--- src/rtl/dsrx_pkg.sv ---
package dsrx_pkg;

  localparam int unsigned DEF_WORD_W    = 16;
  localparam int unsigned DEF_LEN_W     = 10;
  localparam int unsigned DEF_SYNC_ONES = 3;
  localparam int unsigned DEF_ZRUN_MAX  = 6;

  typedef enum logic [1:0] {
    RX_HUNT = 2'd0,
    RX_HDR  = 2'd1,
    RX_PAY  = 2'd2
  } rx_state_e;

  // Width of a counter that must hold 0..max_val.
  function automatic int unsigned ctr_w(input int unsigned max_val);
    return (max_val < 2) ? 1 : $clog2(max_val + 1);
  endfunction

endpackage

--- src/rtl/dsrx_sync_hunt.sv ---
module dsrx_sync_hunt #(
  parameter int unsigned SYNC_ONES = dsrx_pkg::DEF_SYNC_ONES
) (
  input  logic clk,
  input  logic rst_n,
  input  logic hunting,
  input  logic bit_vld,
  input  logic bit_in,
  output logic sync_hit
);
  localparam int unsigned CW = dsrx_pkg::ctr_w(SYNC_ONES);

  logic [CW-1:0] ones_q;

  // The start pattern completes on the last of SYNC_ONES accepted ones.
  assign sync_hit = hunting && bit_vld && bit_in && (ones_q == CW'(SYNC_ONES - 1));

  always_ff @(posedge clk or negedge rst_n) begin
    if (!rst_n) begin
      ones_q <= '0;
    end else if (!hunting) begin
      ones_q <= '0;
    end else if (bit_vld) begin
      if (!bit_in || sync_hit) ones_q <= '0;
      else                     ones_q <= ones_q + 1'b1;
    end
  end
endmodule

--- src/rtl/dsrx_unstuff.sv ---
module dsrx_unstuff #(
  parameter int unsigned ZRUN_MAX = dsrx_pkg::DEF_ZRUN_MAX,
  localparam int unsigned ZW = dsrx_pkg::ctr_w(ZRUN_MAX)
) (
  input  logic          clk,
  input  logic          rst_n,
  input  logic          active,
  input  logic          bit_vld,
  input  logic          bit_in,
  output logic          data_vld,
  output logic          data_bit,
  output logic          stuff_drop,
  output logic          stuff_viol,
  output logic [ZW-1:0] zrun
);
  logic [ZW-1:0] zrun_q;
  logic          take;
  logic          slot_due;

  // Run-length step: any one clears, a zero extends, a filler slot restarts.
  function automatic logic [ZW-1:0] run_step(input logic [ZW-1:0] cur,
                                             input logic          b,
                                             input logic          filler);
    if (filler || b) return '0;
    return cur + 1'b1;
  endfunction

  assign take       = active && bit_vld;
  assign slot_due   = (zrun_q == ZW'(ZRUN_MAX));
  assign stuff_drop = take && slot_due && bit_in;
  assign stuff_viol = take && slot_due && !bit_in;
  assign data_vld   = take && !slot_due;
  assign data_bit   = bit_in;
  assign zrun       = zrun_q;

  always_ff @(posedge clk or negedge rst_n) begin
    if (!rst_n)      zrun_q <= '0;
    else if (!active) zrun_q <= '0;
    else if (take)    zrun_q <= run_step(zrun_q, bit_in, slot_due);
  end
endmodule

--- src/rtl/dsrx_deser.sv ---
module dsrx_deser #(
  parameter int unsigned WORD_W = dsrx_pkg::DEF_WORD_W
) (
  input  logic              clk,
  input  logic              rst_n,
  input  logic              active,
  input  logic              data_vld,
  input  logic              data_bit,
  output logic              word_done,
  output logic [WORD_W-1:0] word_next
);
  localparam int unsigned BW = dsrx_pkg::ctr_w(WORD_W - 1);

  logic [WORD_W-1:0] shreg_q;
  logic [BW-1:0]     cnt_q;

  // MSB first: earlier bits move toward the top.
  assign word_next = {shreg_q[WORD_W-2:0], data_bit};
  assign word_done = data_vld && (cnt_q == BW'(WORD_W - 1));

  always_ff @(posedge clk or negedge rst_n) begin
    if (!rst_n) begin
      shreg_q <= '0;
      cnt_q   <= '0;
    end else if (!active) begin
      cnt_q   <= '0;
    end else if (data_vld) begin
      shreg_q <= word_next;
      cnt_q   <= word_done ? '0 : cnt_q + 1'b1;
    end
  end
endmodule

--- src/rtl/destuff_frame_rx.sv ---
module destuff_frame_rx
  import dsrx_pkg::*;
#(
  parameter int unsigned WORD_W    = DEF_WORD_W,
  parameter int unsigned LEN_W     = DEF_LEN_W,
  parameter int unsigned SYNC_ONES = DEF_SYNC_ONES,
  parameter int unsigned ZRUN_MAX  = DEF_ZRUN_MAX
) (
  input  logic              clk,
  input  logic              rst_n,
  input  logic              bit_in,
  input  logic              bit_vld,
  output logic [WORD_W-1:0] word_data,
  output logic              word_vld,
  output logic              word_sof,
  output logic              word_eof,
  output logic              stuff_err
);
  localparam int unsigned ZW = ctr_w(ZRUN_MAX);

  rx_state_e         state_q;
  logic [LEN_W-1:0]  remain_q;
  logic [LEN_W-1:0]  hdr_len_w;

  // Named internal events, visible to the checker.
  logic              in_frame;
  logic              sync_hit;
  logic              data_vld;
  logic              data_bit;
  logic              stuff_drop;
  logic              stuff_viol;
  logic [ZW-1:0]     zrun;
  logic              word_done;
  logic [WORD_W-1:0] word_next;

  function automatic logic is_last(input logic [LEN_W-1:0] left);
    return left == LEN_W'(1);
  endfunction

  assign in_frame  = (state_q != RX_HUNT);
  assign hdr_len_w = word_next[LEN_W-1:0];

  dsrx_sync_hunt #(.SYNC_ONES(SYNC_ONES)) u_hunt (
    .clk      (clk),
    .rst_n    (rst_n),
    .hunting  (!in_frame),
    .bit_vld  (bit_vld),
    .bit_in   (bit_in),
    .sync_hit (sync_hit)
  );

  dsrx_unstuff #(.ZRUN_MAX(ZRUN_MAX)) u_unstuff (
    .clk        (clk),
    .rst_n      (rst_n),
    .active     (in_frame),
    .bit_vld    (bit_vld),
    .bit_in     (bit_in),
    .data_vld   (data_vld),
    .data_bit   (data_bit),
    .stuff_drop (stuff_drop),
    .stuff_viol (stuff_viol),
    .zrun       (zrun)
  );

  dsrx_deser #(.WORD_W(WORD_W)) u_deser (
    .clk       (clk),
    .rst_n     (rst_n),
    .active    (in_frame),
    .data_vld  (data_vld),
    .data_bit  (data_bit),
    .word_done (word_done),
    .word_next (word_next)
  );

  always_ff @(posedge clk or negedge rst_n) begin
    if (!rst_n) begin
      state_q   <= RX_HUNT;
      remain_q  <= '0;
      word_data <= '0;
      word_vld  <= 1'b0;
      word_sof  <= 1'b0;
      word_eof  <= 1'b0;
      stuff_err <= 1'b0;
    end else begin
      word_vld  <= 1'b0;
      word_sof  <= 1'b0;
      word_eof  <= 1'b0;
      stuff_err <= 1'b0;
      unique case (state_q)
        RX_HUNT: begin
          if (sync_hit) state_q <= RX_HDR;
        end
        RX_HDR: begin
          if (stuff_viol) begin
            stuff_err <= 1'b1;
            state_q   <= RX_HUNT;
          end else if (word_done) begin
            word_data <= word_next;
            word_vld  <= 1'b1;
            word_sof  <= 1'b1;
            if (hdr_len_w == '0) begin
              word_eof <= 1'b1;
              state_q  <= RX_HUNT;
            end else begin
              remain_q <= hdr_len_w;
              state_q  <= RX_PAY;
            end
          end
        end
        RX_PAY: begin
          if (stuff_viol) begin
            stuff_err <= 1'b1;
            state_q   <= RX_HUNT;
          end else if (word_done) begin
            word_data <= word_next;
            word_vld  <= 1'b1;
            remain_q  <= remain_q - 1'b1;
            if (is_last(remain_q)) begin
              word_eof <= 1'b1;
              state_q  <= RX_HUNT;
            end
          end
        end
        default: state_q <= RX_HUNT;
      endcase
    end
  end
endmodule

--- config.mk ---
export PLATFORM = sky130hd
export DESIGN_NAME = destuff_frame_rx
export DESIGN_NICKNAME = d
export VERILOG_FILES = /design/src/rtl/dsrx_pkg.sv /design/src/rtl/dsrx_sync_hunt.sv /design/src/rtl/dsrx_unstuff.sv /design/src/rtl/dsrx_deser.sv /design/src/rtl/destuff_frame_rx.sv
export SDC_FILE = /design/constraint.sdc
export NUM_CORES = 1
export LEC_CHECK = 0
export CAP_MARGIN = 20
export CORE_ASPECT_RATIO = 1.2
export CORE_MARGIN = 5
export CORE_UTILIZATION = 60
export CTS_BUF_LIST = sky130_fd_sc_hd__clkbuf_4
export DETAILED_ROUTE_END_ITERATION = 7
export PLACE_DENSITY = 0.79
export SETUP_SLACK_MARGIN = 0.1
export SLEW_MARGIN = 0
export SYNTH_ARGS = -nofsm -noshare
export SYNTH_HDL_FRONTEND = slang
export SYNTH_SLANG_ARGS = --single-unit
--- constraint.sdc ---
create_clock -name clk -period 3.3 [get_ports clk]
set_input_delay 0.495 -clock clk [delete_from_list [all_inputs] [get_ports clk]]
set_output_delay 0.495 -clock clk [all_outputs]
set_load 0.1 [all_outputs]
==> run summary <==
=====================================================================================
Critical path capture point type                                         primary output
Area of the multi-input gates                                                1206 um2
Path category of the worst min-delay check                                   in2async
Nets in the synthesized netlist                                                   274
Category of the most critical setup path                                      reg2out
Async set-or-reset flop fraction in the synthesized netlist                     1.000
Mean instance size in the synthesized netlist                               10.44 um2
Placement Cell Area                                                          2959 um2
Wire length of the first global-routing pass                                  8535 um
H-tree levels                                                                       2
Yosys cell types                                                                   48
Clock tree from TritonCTS                                                         yes
Post-detailed-route wirelength per cell                                      14.24 um
Clock root cell                                                          sky130_fd_sc_hd__clkbuf_4
Routability congestion estimate                                                0.8201
Post-synthesis sequential element count                                            56
Share of final-layout standard cells stronger than drive strength 1            0.1383
Largest net degree at the start of global routing                                  39
Remaining design rule violation count                                               0
Number of clock buffers inserted by TritonCTS                                       5
Fin crit period                                                              2.404 ns
CTS resizes                                                                         0
Total buffers and inverters traversed by the critical path                          1
Routed wire length                                                            4813 um
First-pass iteration count of the detailed router                                   4
Family of cells with the greatest summed delay on the critical path      buffers and inverters
Sinks on the clock net                                                             56
Clock skew after layout                                                    0.01216 ns
Actual slew at the worst max-slew pin                                       0.9706 ns
Non-filler instance count after layout                                            338
F_max                                                                       416.0 MHz
Delay of the slowest critical-path stage                                      1.14 ns
Core Footprint                                                               4327 um2
Outcome                                                                     completed
Top-level port count                                                               24
Synth warnings                                                                      0
Ratio of routed vias to standard cells                                          5.624
Area added between synthesis and finish                                        10.70%
Beginning of the critical path                                           word_data[5]
Lkg Pwr                                                                      1.514 nW
Setup TNS                                                                        0 ns
Nature of the critical path startpoint                                           flop
Worst Hold Margin                                                          0.02261 ns
Count of input and output buffers                                                  23
Count of flip-flops with a built-in enable after synthesis                          0
Clock-pin slew of the registers on the worst-case setup and hold paths        0.16 ns
N_diodes                                                                            0
Arrival time at the worst endpoint                                            1.91 ns
Antenna violations before repair                                                    0
Final number of max-transition violations                                           0
Unrepaired setup endpoints after global routing                                 false
Register area                                                                1401 um2
HPWL after detailed placement                                                 3338 um
Hold-fix buffer count after cts                                                     0
Master of the slowest instance on the critical path                      sky130_fd_sc_hd__clkdlybuf4s50_1
Total count of hold-check failures in the final report                              0
Layout fillers                                                                    317
Finish-stage setup viols                                                            0
Critical-path maximum fanout                                                        2
Total die area                                                               5993 um2
Overall overflow remaining after global route                                       0
Data required time of the worst path                                          2.80 ns
Reg-to-Reg Start                                                           state_q[0]
Count of vias placed by the detailed router                                      1901
Effective utilization at floorplan                                             0.6296
Global routing usage summed across all routing layers                          0.1768
Total instance count after detailed placement                                     330
Final standard cell area without fillers                                     3015 um2
Site row count                                                                     26
Maximum number of buffers from clock root to sink                                   2
Relative slew slack                                                            0.3509
Post-route fraction of the period consumed by the critical path                0.7284
Height of the die                                                            83.81 um
Most used flip-flop cell after synthesis                                 sky130_fd_sc_hd__dfrtp_1
Pwr/cell area                                                            561.4 nW/um2
Initial detailed-routing violation count                                          108
Cell breakdown of the critical path                                      clkdlybuf4s50_1
Buffers inserted by post-CTS timing repair                                          0
Worst voltage drop across the vdd grid                                       286.3 uV
Net total in the final layout                                                     294
Post-detailed-route count of antenna-violating nets                                 0
Combined area of all synthesized cells                                       2724 um2
Part of the Yosys area used for sequential elements                            0.5145
Insertion delay to the later sink of the worst-skew pair                      0.38 ns
Die W                                                                        71.51 um
Count of mapped cells out of synthesis                                            261
Max capacitance violation total                                                     0
Number of global-route vias before repair                                        1859
=====================================================================================
final cells by class:
type	count	share of cell area
clock buffer	5	0.01245
inverter	9	0.01120
multi-input combinational	183	0.4000
clock inverter	3	0.006224
tap	56	0.02324
sequential	56	0.4647
timing repair buffer	26	0.08216
worst register-to-register path: cells and delay by family, from the launching register on:
kind	cells	cell delay [ns]
flip-flops	1	0.41
AO/OA/AOI/OAI	3	0.76
buffers and inverters	1	0.07
adder cells (fa/ha/maj)	1	0.33
AND/OR/NAND/NOR	2	0.52
worst paths after layout:
kind	cells past startpoint	slack, ns	end
worst max-delay path	1	0.90	word_data[5]
worst min-delay path	1	0.02	word_data[15]
worst max register to register	7	1.08	remain_q[4]
worst min register to register	2	0.50	u_deser.shreg_q[14]
max in group asynchronous	2	2.46	remain_q[0]
min in group clk	2	0.50	u_deser.shreg_q[14]
sequential cells by signal, summed over array words and instances, names as in the netlist:
register and count:
word_vld 1, state_q 2, word_eof 1, remain_q 10, u_hunt.ones_q 2, u_deser.shreg_q 15
word_data 16, word_sof 1, stuff_err 1, u_deser.cnt_q 4, u_unstuff.zrun 3
report_power, final:
group	switching [mW]	internal, mW
combinational	0.301	0.197
sequential	0.114	0.793
clock	0.208	0.0807
total	0.623	1.07
synthesized netlist by cell type (all sizes together), types with 2 or more instances:
| master | count | share of area |
|---|---|---|
| a21oi | 11 | 0.020 |
| a31oi | 5 | 0.011 |
| and2 | 4 | 0.011 |
| and3 | 2 | 0.0046 |
| buf | 8 | 0.023 |
| clkbuf | 5 | 0.0069 |
| dfrtp | 56 | 0.51 |
| ha | 9 | 0.041 |
| inv | 9 | 0.012 |
| mux2 | 16 | 0.077 |
| nand2 | 62 | 0.088 |
| nand2b | 3 | 0.0096 |
| nand3 | 5 | 0.011 |
| nand4 | 2 | 0.0046 |
| nor2 | 13 | 0.018 |
| nor2b | 3 | 0.0069 |
| nor3 | 6 | 0.019 |
| nor4 | 2 | 0.0046 |
| nor4bb | 2 | 0.0073 |
| o21a | 2 | 0.0055 |
| o21ai | 6 | 0.011 |
| o22a | 10 | 0.033 |
| o31ai | 4 | 0.011 |
| or3 | 3 | 0.0069 |
kinds of logic (layout without fill, tap and decap cells):
logic type	Yosys count	in the layout	synth area share
XOR/XNOR	1	1	0.003216
AND/OR/NAND/NOR	111	111	0.2030
multiplexers	17	17	0.08085
buffers and inverters	22	43	0.04272
adder cells (fa/ha/maj)	9	9	0.04134
AO/OA/AOI/OAI	45	45	0.1144
flip-flops	56	56	0.5145
per-stage QoR:
stage                     worst slack [ns]  utilization  power [mW]
after floorplan                      1.581            -       1.292
after global placement              0.8341       0.6839       1.405
after detailed placement            0.7452       0.6839       1.417
after CTS                           0.8840       0.6969       1.706
after global routing                0.8185       0.6969       1.824
final                               0.8964       0.6969       1.693
layer usage:
| layer | track usage | wire, um | vias up |
|---|---|---|---|
| li1 | - | - | 938 |
| met1 | 0.2552 | 2361 | 922 |
| met2 | 0.2692 | 2232 | 34 |
| met3 | 0.02530 | 142 | 7 |
| met4 | 0.06667 | 76 | 0 |
| met5 | 0 | 0 | - |
cells in the final DEF, fill, tap and decap left out, types with 2 or more instances in the layout:
cell	count
sky130_fd_sc_hd__nand3_1	4
sky130_fd_sc_hd__and3_1	2
sky130_fd_sc_hd__or3_1	3
sky130_fd_sc_hd__inv_1	9
sky130_fd_sc_hd__o21ai_0	6
sky130_fd_sc_hd__buf_4	3
sky130_fd_sc_hd__nor4bb_1	2
sky130_fd_sc_hd__mux2_4	8
sky130_fd_sc_hd__o22a_1	9
sky130_fd_sc_hd__nor2_1	13
sky130_fd_sc_hd__nand2b_1	2
sky130_fd_sc_hd__clkinvlp_4	2
sky130_fd_sc_hd__mux2_2	8
sky130_fd_sc_hd__ha_1	9
sky130_fd_sc_hd__o21a_1	2
sky130_fd_sc_hd__nand2_1	61
sky130_fd_sc_hd__a21oi_1	11
sky130_fd_sc_hd__nor3_1	3
sky130_fd_sc_hd__nor4_1	2
sky130_fd_sc_hd__a31oi_1	5
sky130_fd_sc_hd__o31ai_1	4
sky130_fd_sc_hd__nand4_1	2
sky130_fd_sc_hd__clkdlybuf4s50_1	22
sky130_fd_sc_hd__clkbuf_4	5
sky130_fd_sc_hd__nor3_2	2
sky130_fd_sc_hd__nor2b_1	3
sky130_fd_sc_hd__and2_1	2
sky130_fd_sc_hd__dfrtp_1	56
No activity file was read; power rests on OpenSTA's default activity.
